===== src/rtl/sfb_pkg.sv =====
package sfb_pkg;
   localparam logic [1:0] FILL_EMPTY = 2'b01;
   localparam logic [1:0] FILL_PART  = 2'b00;
   localparam logic [1:0] FILL_FULL  = 2'b11;

   function automatic logic [1:0] fill_encode(input logic is_empty, input logic is_full);
      if (is_empty)     return FILL_EMPTY;
      else if (is_full) return FILL_FULL;
      else              return FILL_PART;
   endfunction
endpackage


===== src/rtl/sfb_delay.sv =====
module sfb_delay #(
   parameter int              W       = 1,
   parameter int              STAGES  = 2,
   parameter logic [W-1:0]    RST_VAL = '0
) (
   input  logic         clk,
   input  logic         rst_n,
   input  logic [W-1:0] d,
   output logic [W-1:0] q
);
   generate
      if (STAGES == 0) begin : g_pass
         assign q = d;
      end else begin : g_chain
         logic [STAGES-1:0][W-1:0] stg;
         for (genvar i = 0; i < STAGES; i++) begin : g_stg
            if (i == 0) begin : g_head
               always_ff @(posedge clk or negedge rst_n) begin
                  if (!rst_n) stg[i] <= RST_VAL;
                  else        stg[i] <= d;
               end
            end else begin : g_body
               always_ff @(posedge clk or negedge rst_n) begin
                  if (!rst_n) stg[i] <= RST_VAL;
                  else        stg[i] <= stg[i-1];
               end
            end
         end
         assign q = stg[STAGES-1];
      end
   endgenerate
endmodule


===== src/rtl/sfb_store.sv =====
module sfb_store #(
   parameter int WORD_W = 18,
   parameter int DEPTH  = 16,
   localparam int AW    = $clog2(DEPTH)
) (
   input  logic              clk,
   input  logic              we,
   input  logic [AW-1:0]     waddr,
   input  logic [WORD_W-1:0] wdata,
   input  logic [AW-1:0]     raddr,
   output logic [WORD_W-1:0] rdata
);
   logic [WORD_W-1:0] mem [DEPTH];

   always_ff @(posedge clk) begin
      if (we) mem[waddr] <= wdata;
   end

   assign rdata = mem[raddr];
endmodule


===== src/rtl/sfb_ctrl.sv =====
module sfb_ctrl #(
   parameter int DEPTH = 16,
   localparam int AW   = $clog2(DEPTH),
   localparam int CW   = $clog2(DEPTH + 1)
) (
   input  logic          clk,
   input  logic          rst_n,
   input  logic          fifo_on,
   input  logic          rd_lvl,
   input  logic          wr_req,
   output logic          we,
   output logic [AW-1:0] waddr,
   output logic [AW-1:0] raddr,
   output logic [CW-1:0] count
);
   logic [AW-1:0] wr_ptr_q, rd_ptr_q, wr_nxt, rd_nxt;
   logic [CW-1:0] count_q;
   logic          rd_prev_q, pend_q;
   logic          rise, fall, flush, wr_go, adv, arm, pop_last;

   generate
      if ((DEPTH & (DEPTH - 1)) == 0) begin : g_pow2
         assign wr_nxt = wr_ptr_q + 1'b1;
         assign rd_nxt = rd_ptr_q + 1'b1;
      end else begin : g_wrap
         assign wr_nxt = (wr_ptr_q == AW'(DEPTH - 1)) ? '0 : wr_ptr_q + 1'b1;
         assign rd_nxt = (rd_ptr_q == AW'(DEPTH - 1)) ? '0 : rd_ptr_q + 1'b1;
      end
   endgenerate

   assign rise     = rd_lvl & ~rd_prev_q;
   assign fall     = ~rd_lvl & rd_prev_q;
   assign flush    = ~fifo_on & ~rd_lvl;
   assign wr_go    = fifo_on & wr_req & (count_q != CW'(DEPTH));
   assign adv      = fifo_on & rise & (count_q >= CW'(2));
   assign arm      = fifo_on & rise & ((count_q == CW'(1)) | (count_q == CW'(2)));
   assign pop_last = fifo_on & fall & pend_q;

   always_ff @(posedge clk or negedge rst_n) begin
      if (!rst_n) begin
         rd_prev_q <= 1'b1;
         wr_ptr_q  <= '0;
         rd_ptr_q  <= '0;
         count_q   <= '0;
         pend_q    <= 1'b0;
      end else begin
         rd_prev_q <= rd_lvl;
         if (flush) begin
            wr_ptr_q <= '0;
            rd_ptr_q <= '0;
            count_q  <= '0;
            pend_q   <= 1'b0;
         end else begin
            if (wr_go) wr_ptr_q <= wr_nxt;
            if (adv | pop_last) rd_ptr_q <= rd_nxt;
            count_q <= count_q + CW'(wr_go) - CW'(adv) - CW'(pop_last);
            if (arm)           pend_q <= 1'b1;
            else if (pop_last) pend_q <= 1'b0;
         end
      end
   end

   assign we    = wr_go;
   assign waddr = wr_ptr_q;
   assign raddr = rd_ptr_q;
   assign count = count_q;
endmodule


===== src/rtl/sample_fifo_bypass.sv =====
module sample_fifo_bypass #(
   parameter int DATA_W      = 16,
   parameter int DEPTH       = 16,
   parameter int SYNC_STAGES = 2,
   parameter int MODE_LAT    = 2,
   parameter int STAT_LAT    = 2,
   localparam int WORD_W     = DATA_W + 2,
   localparam int AW         = $clog2(DEPTH),
   localparam int CW         = $clog2(DEPTH + 1)
) (
   input  logic              clk,
   input  logic              rst_n,
   input  logic              fifo_mode_i,
   input  logic              rd_strobe_i,
   input  logic              conv_valid_i,
   input  logic [WORD_W-1:0] conv_word_i,
   output logic [WORD_W-1:0] out_word_o,
   output logic [1:0]        fill_code_o
);
   import sfb_pkg::*;

   generate
      if (DEPTH < 2)       begin : g_bad_depth $error("DEPTH must be at least 2"); end
      if (DATA_W < 1)      begin : g_bad_width $error("DATA_W must be at least 1"); end
      if (SYNC_STAGES < 2) begin : g_bad_sync  $error("SYNC_STAGES must be at least 2"); end
      if (STAT_LAT < 0)    begin : g_bad_stat  $error("STAT_LAT must not be negative"); end
   endgenerate

   logic              fifo_on, rd_lvl, we;
   logic [AW-1:0]     waddr, raddr;
   logic [CW-1:0]     fill_cnt;
   logic [WORD_W-1:0] head, direct_q, last_q;

   sfb_delay #(.W(1), .STAGES(MODE_LAT), .RST_VAL(1'b0)) u_mode_dly (
      .clk(clk), .rst_n(rst_n), .d(fifo_mode_i), .q(fifo_on));

   sfb_delay #(.W(1), .STAGES(SYNC_STAGES), .RST_VAL(1'b1)) u_rd_sync (
      .clk(clk), .rst_n(rst_n), .d(rd_strobe_i), .q(rd_lvl));

   sfb_ctrl #(.DEPTH(DEPTH)) u_ctrl (
      .clk(clk), .rst_n(rst_n), .fifo_on(fifo_on), .rd_lvl(rd_lvl),
      .wr_req(conv_valid_i), .we(we), .waddr(waddr), .raddr(raddr),
      .count(fill_cnt));

   sfb_store #(.WORD_W(WORD_W), .DEPTH(DEPTH)) u_store (
      .clk(clk), .we(we), .waddr(waddr), .wdata(conv_word_i),
      .raddr(raddr), .rdata(head));

   always_ff @(posedge clk or negedge rst_n) begin
      if (!rst_n) begin
         direct_q <= '0;
         last_q   <= '0;
      end else begin
         if (conv_valid_i) direct_q <= conv_word_i;
         if (fifo_on && fill_cnt != '0) last_q <= head;
      end
   end

   assign out_word_o = !fifo_on        ? direct_q :
                       (fill_cnt != '0) ? head     : last_q;

   sfb_delay #(.W(2), .STAGES(STAT_LAT), .RST_VAL(FILL_EMPTY)) u_stat_dly (
      .clk(clk), .rst_n(rst_n),
      .d(fill_encode(fill_cnt == '0, fill_cnt == CW'(DEPTH))),
      .q(fill_code_o));
endmodule


===== config.mk =====
export PLATFORM = sky130hd
export DESIGN_NAME = sample_fifo_bypass
export DESIGN_NICKNAME = d
export VERILOG_FILES = /design/src/rtl/sfb_pkg.sv /design/src/rtl/sfb_delay.sv /design/src/rtl/sfb_store.sv /design/src/rtl/sfb_ctrl.sv /design/src/rtl/sample_fifo_bypass.sv
export SDC_FILE = /design/constraint.sdc
export NUM_CORES = 1
export LEC_CHECK = 0
export BUFFER_PORTS_ARGS = -buffer_cell sky130_fd_sc_hd__buf_2
export CORE_MARGIN = 2
export CORE_UTILIZATION = 55
export DETAILED_ROUTE_END_ITERATION = 6
export GPL_ROUTABILITY_DRIVEN = 0
export MAX_ROUTING_LAYER = met4
export PLACE_DENSITY = 0.7
export SLEW_MARGIN = 20
export SYNTH_ARGS = -nofsm -noshare
export SYNTH_HDL_FRONTEND = slang
export SYNTH_HIERARCHICAL = 1
export SYNTH_SLANG_ARGS = --single-unit

===== constraint.sdc =====
create_clock -name clk -period 9.25 [get_ports clk]
set_input_delay 1.85 -clock clk [delete_from_list [all_inputs] [get_ports clk]]
set_output_delay 1.85 -clock clk [all_outputs]
set_load 0.005 [all_outputs]

### After elaboration in Yosys (flattened, before gate mapping)

Memory sizes are Yosys's and may differ from the RTL's.
Index checks and enable logic that the tools add are counted.

* bits in registers: 59
* RAM bits: 288
* input port bits: 23
* word-level logic and storage cells: 59
* memories: 1

* $add $sub $neg: 5
* order comparisons: 1
* eq/ne operators: 4
* multiplexer cells: 14
* bitwise gates (word level): 15
* reductions and logical operators: 6

Memory list
* u_store.mem: depth 16, width 18, rd ports 1, clocked after memory_dff 0, write ports 1, RTL line sfb_store.sv:13 `logic [WORD_W-1:0] mem [DEPTH];`

Operators with widths (number)
* 2-to-1 mux 18 bit: 2
* 2-to-1 mux 4 bit: 4
* bitwise AND 1 bit: 10
* subtractor 5 x 1 -> 5 bit: 2
* adder 4 x 1 -> 4 bit, second input constant: 2
* adder 5 x 1 -> 5 bit: 1
* equality test 5 x 1 -> 1 bit, second input constant: 1
* equality test 5 x 2 -> 1 bit, second input constant: 1
* equality test 5 bit, second input constant: 1
* >= comparator 5 x 2 -> 1 bit, second input constant: 1
* logical NOT 5 bit: 1
* 2-to-1 mux 1 bit: 5
* 2-to-1 mux 5 bit: 1
* inequality test 5 bit, second input constant: 1
* nonzero test 5 bit: 1
* 2-to-1 mux 2 bit: 2
* nonzero test 2 bit: 2
* inverter 1 bit: 3
* nonzero test 3 bit: 1
* bitwise OR 1 bit: 2
* logical AND 1 bit: 1

### Logic depth before layout (Yosys ltp)

* depth in word-level cells: 7
* mapped depth: 12
* mapped depth without buffers: 12

### Hierarchy

The synthesis kept the hierarchy.

Modules (own cells, without submodules)
* sfb_store: times used 1, cells each 464, area each 10963.0 µm², seq. area each 8648.3 µm²
* sample_fifo_bypass: times used 1, cells each 163, area each 1868.0 µm², seq. area each 900.9 µm²
* sfb_ctrl: times used 1, cells each 86, area each 914.6 µm², seq. area each 376.6 µm²
* sfb_delay (u_stat_dly): times used 1, cells each 6, area each 117.6 µm², seq. area each 102.6 µm²
* sfb_delay (u_rd_sync): times used 1, cells each 2, area each 52.6 µm², seq. area each 52.6 µm²
* sfb_delay (u_mode_dly): times used 1, cells each 2, area each 50.0 µm², seq. area each 50.0 µm²

### Worst setup path before layout

No wires, ideal clock.

* path kind: input -> register
* start point: input port conv_valid_i
* end point: memory u_store.mem[0][0] (enable)
* library setup time: 416 ps
* arrival: 4090 ps
* path slack: 4744 ps
* stages: 5
* cell sequence: nand2_1 > or2_1 > inv_1 > or3b_2 > nor3_1

* cells in the longest elaborated chain, start to end: 4

Ends and longest elaborated chain
* start, declared: RTL line sample_fifo_bypass.sv:15 `input logic conv_valid_i,`
* bitwise AND 1 bit (2 in a row): RTL line sfb_ctrl.sv:34 `assign wr_go = fifo_on & wr_req & (count_q != CW'(DEPTH));`
* named net we: RTL line sample_fifo_bypass.sv:29 `logic fifo_on, rd_lvl, we;`
* 2-to-1 mux 1 bit: RTL line sfb_store.sv:16 `if (we) mem[waddr] <= wdata;`
* 2-to-1 mux 1 bit (not written as such): RTL line sfb_store.sv:16
* end, declared: RTL line sfb_store.sv:13

The timed path passes the listed nets, and every way through them passes these cells.

### Worst setup path after layout

* start point: register u_ctrl.rd_ptr_q[0], in the netlist u_ctrl/raddr[0]
* end point: output port out_word_o[1]

* cells in the longest elaborated chain, start to end: 3

Ends and longest elaborated chain
* start, declared: RTL line sfb_ctrl.sv:16 `logic [AW-1:0] wr_ptr_q, rd_ptr_q, wr_nxt, rd_nxt;`
* start signal, assigned: RTL line sfb_ctrl.sv:55 `if (adv | pop_last) rd_ptr_q <= rd_nxt;`
* memory (16 x 18 bit)
* named net head[1]: RTL line sample_fifo_bypass.sv:32 `logic [WORD_W-1:0] head, direct_q, last_q;`
* 2-to-1 mux 18 bit: RTL line sample_fifo_bypass.sv:60 `(fill_cnt != '0) ? head : last_q;`
* 2-to-1 mux 18 bit: RTL line sample_fifo_bypass.sv:59 `assign out_word_o = !fifo_on ? direct_q :`
* end, declared: RTL line sample_fifo_bypass.sv:17 `output logic [WORD_W-1:0] out_word_o,`

The timed path passes the listed nets, and every way through them passes these cells.

==> metrics.cfg <==
[synthesis]
synth.distinct_cells=49
synth.ff_latch_count=347
synth_edf_count=288
yosys_most_used_dff=sky130_fd_sc_hd__edfxtp_1
async_reset_ff_share_pct=17.0
synth_fp_nets=759
netlist_instances=723
synth.cell_area_um2=14000
yosys-top-cells-area=sky130_fd_sc_hd__edfxtp_1, sky130_fd_sc_hd__dfrtp_1, sky130_fd_sc_hd__mux4_2
synthDominantAreaCellType=sky130_fd_sc_hd__edfxtp_1
synth-seq-area-share_pct=72.5
syn-mean-instance-area_um2=19.3
synth_top_area_share_pct=61.9
ys_warn_count=6

[worst_hold_path]
hold_path_class=reg2reg

[finish]
fillerInstances=1706
final_layout_size_suffix_gt1_share_pct=28.0
layout-area-overhead-vs-synth_pct=12.7
final_common_cell=sky130_fd_sc_hd__edfxtp_1
final_core_area_utilization_pct=62.9
finish.net_count=821
most-common-layout-cells=sky130_fd_sc_hd__edfxtp_1, sky130_fd_sc_hd__dfrtp_1, sky130_fd_sc_hd__mux4_2, sky130_fd_sc_hd__buf_2, sky130_fd_sc_hd__clkbuf_16

[setup_path]
critical_path_class=reg2out
worst-endpoint-arrival_ns=3.63
worst-endpoint-required_ns=7.40
worstSetupStartpointType=flop
endpoint_kind=output pin
cp_max_fo=39

[detailed_routing]
antenna_left=0
first_iter_violations=761
detail_route.wl_per_cell_um=26.3
wirelength_mm=30.0
detailedRoute.firstPassIterationCount=5
via_per_inst=6.27
routed_vias=7149
detail_route.drc_violations=0

[power_and_ir_drop]
pwr-share-seq_pct=45.9
power_switching_mw=1.08
leakagePower_nw=5.34
vdd_drop_max_uv=248
internal-power_mw=3.06
swShare_pct=26.0
powerDensity_nw_per_um2=263
comb_power_share_pct=20.2
pwr-share-clk_pct=33.9

[timing]
timing.slew.headroom_pct=29.3
max_transition_viols_final=0
period_share_pct=59.3
fin_tns_setup_ns=0
max_freq_mhz=182
setup-violations-final=0
worst_clock_skew_ns=0.0119
finalWorstPathRequiredPeriod_ns=5.48
timing_hold_violations_final=0
rsz0062_at_grt=false
worst_pin_slew_ns=1.06

[run_status]
run_status=complete, no violations

[clocking]
clock_tree.htree_level_count=2
insertion_delay_to_the_later_sink_of_the_worst_skew_pair_ns=0.51
clkTransAtPathRegs_ns=0.06
tritoncts_clock_tree=built
ctsHoldBuffers=0
clock_tree.buffer_depth=3
postCtsSetupRepairBufs=0
tritoncts_num_sinks=347
cts_resized=0
inserted_clock_buffers=36
cts.root.buffer_cell=sky130_fd_sc_hd__clkbuf_16

[die]
chipWidth_um=163
initial_utilization_pct=55.8
num_io_pins=43
die_h_um=163
placement_rows=58
overall_die_area_um2=26700
core-area_um2=25000

[place]
detailed_place_hpwl_mm=17.3
port-buffer-count=42

[global_routing]
initial_antenna_violation_count=1
global_route_wire_length_before_repair_mm=44.9
globalRoute.totalOverflow=0
global_route.usage.total_pct=24.1
grt_pass1_vias=7262
grt_start_max_net_pins=76

[flow_run]
maximum_capacitance_violations=0

## power groups by stage
stage	Combinational [mW]	Clock, mW	Sequential [mW]
after floorplan	0.690	0	1.87
after global placement	0.809	0	1.92
after detailed placement	0.837	0	1.93
after CTS	0.840	1.43	1.90
after global routing	0.905	1.49	1.92
final	0.837	1.40	1.90
## cell type report
cell class	instances	area, µm²	area share, %
Sequential cell	347	10100	64.4
Multi-Input combinational cell	325	3620	23.0
Clock buffer	45	956	6.07
Tap cell	330	413	2.62
Timing Repair Buffer	64	375	2.38
Clock inverter	18	193	1.22
Inverter	11	41.3	0.262
Antenna cell	1	2.50	0.0159
## cell usage after synthesis (7+ instances only)
master,count
sky130_fd_sc_hd__o21ai_0,11
sky130_fd_sc_hd__nor2_1,38
sky130_fd_sc_hd__a31oi_1,18
sky130_fd_sc_hd__edfxtp_1,288
sky130_fd_sc_hd__clkbuf_1,15
sky130_fd_sc_hd__dfrtp_1,54
sky130_fd_sc_hd__buf_4,7
sky130_fd_sc_hd__nand2_1,22
sky130_fd_sc_hd__ha_1,11
sky130_fd_sc_hd__mux2_2,26
sky130_fd_sc_hd__mux4_1,22
sky130_fd_sc_hd__nand3b_1,20
sky130_fd_sc_hd__a22oi_1,36
sky130_fd_sc_hd__mux4_2,50
sky130_fd_sc_hd__buf_1,7
sky130_fd_sc_hd__inv_1,10
sky130_fd_sc_hd__mux2_4,10
sky130_fd_sc_hd__o21ai_1,10
## registers in the layout (all words and copies together), names as in the netlist
register,flops
direct_q,18
last_q,18
u_ctrl/count,5
u_ctrl/pend_q,1
u_ctrl/raddr,4
u_ctrl/rd_prev_q,1
u_ctrl/waddr,4
u_mode_dly/g_chain.stg,1
u_mode_dly/q,1
u_rd_sync/g_chain.stg,1
u_rd_sync/q,1
u_stat_dly/g_chain.stg,2
u_stat_dly/q,2
u_store/mem,288
## metal layers
metal,part of all wire (%),global-route usage [%],vias up,wire length [µm]
met4,3.2,8.21,0,952
li1,-,-,3051,-
met5,0,-,-,0
met3,8.4,4.49,64,2520
met1,40,32.9,3720,12200
met2,48,37.1,314,14400
## stage by stage
step	total power, mW	cell area (µm²)	hold WS [ns]	std cells	worst slack (ns)
after floorplan	2.56	14000	0.331	723	4.74
after global placement	2.73	14600	0.333	1077	4.21
after detailed placement	2.77	14600	0.342	1077	4.27
after CTS	4.17	15700	0.355	1140	3.72
after global routing	4.31	15700	0.363	1141	3.50
final	4.14	15700	0.354	1141	3.77
## critical path, cell delays in order (launching register included)
cell and delay (ns):
sky130_fd_sc_hd__dfrtp_4 0.91, sky130_fd_sc_hd__buf_4 0.71, sky130_fd_sc_hd__mux4_1 0.65, sky130_fd_sc_hd__a22oi_1 0.21, sky130_fd_sc_hd__nand2_1 0.10, sky130_fd_sc_hd__o21ai_0 0.09
sky130_fd_sc_hd__a31oi_1 0.19, sky130_fd_sc_hd__buf_2 0.20
## worst paths after layout
kind	from	endpoint	slack, ns	cells after the start
worst max-delay path	u_ctrl/raddr[0]	out_word_o[1]	3.77	7
worst min-delay path	u_stat_dly/g_chain.stg[1]	u_stat_dly/q[1]	0.35	0
worst max register to register	u_mode_dly/q	u_store/mem[8][5]	5.92	7
worst min register to register	u_stat_dly/g_chain.stg[1]	u_stat_dly/q[1]	0.35	0
max in group asynchronous	rst_n	u_ctrl/raddr[0]	7.12	2
min in group asynchronous	rst_n	direct_q[4]	1.52	2
## kinds of logic (layout without fill, tap and decap cells)
| kind of cell | Yosys count | after routing | synth area share (%) |
|---|---|---|---|
| AOI/OAI and AO/OA | 85 | 85 | 4.05 |
| xor gates and xnor gates | 5 | 5 | 0.314 |
| adders and majority gates | 13 | 13 | 1.27 |
| buffers and inverters | 51 | 138 | 1.99 |
| DFF | 347 | 347 | 72.5 |
| muxes | 111 | 111 | 15.6 |
| other | 0 | 1 | 0 |
| and+or+nand+nor | 111 | 111 | 4.25 |
Power figures use the tool's default switching activity.
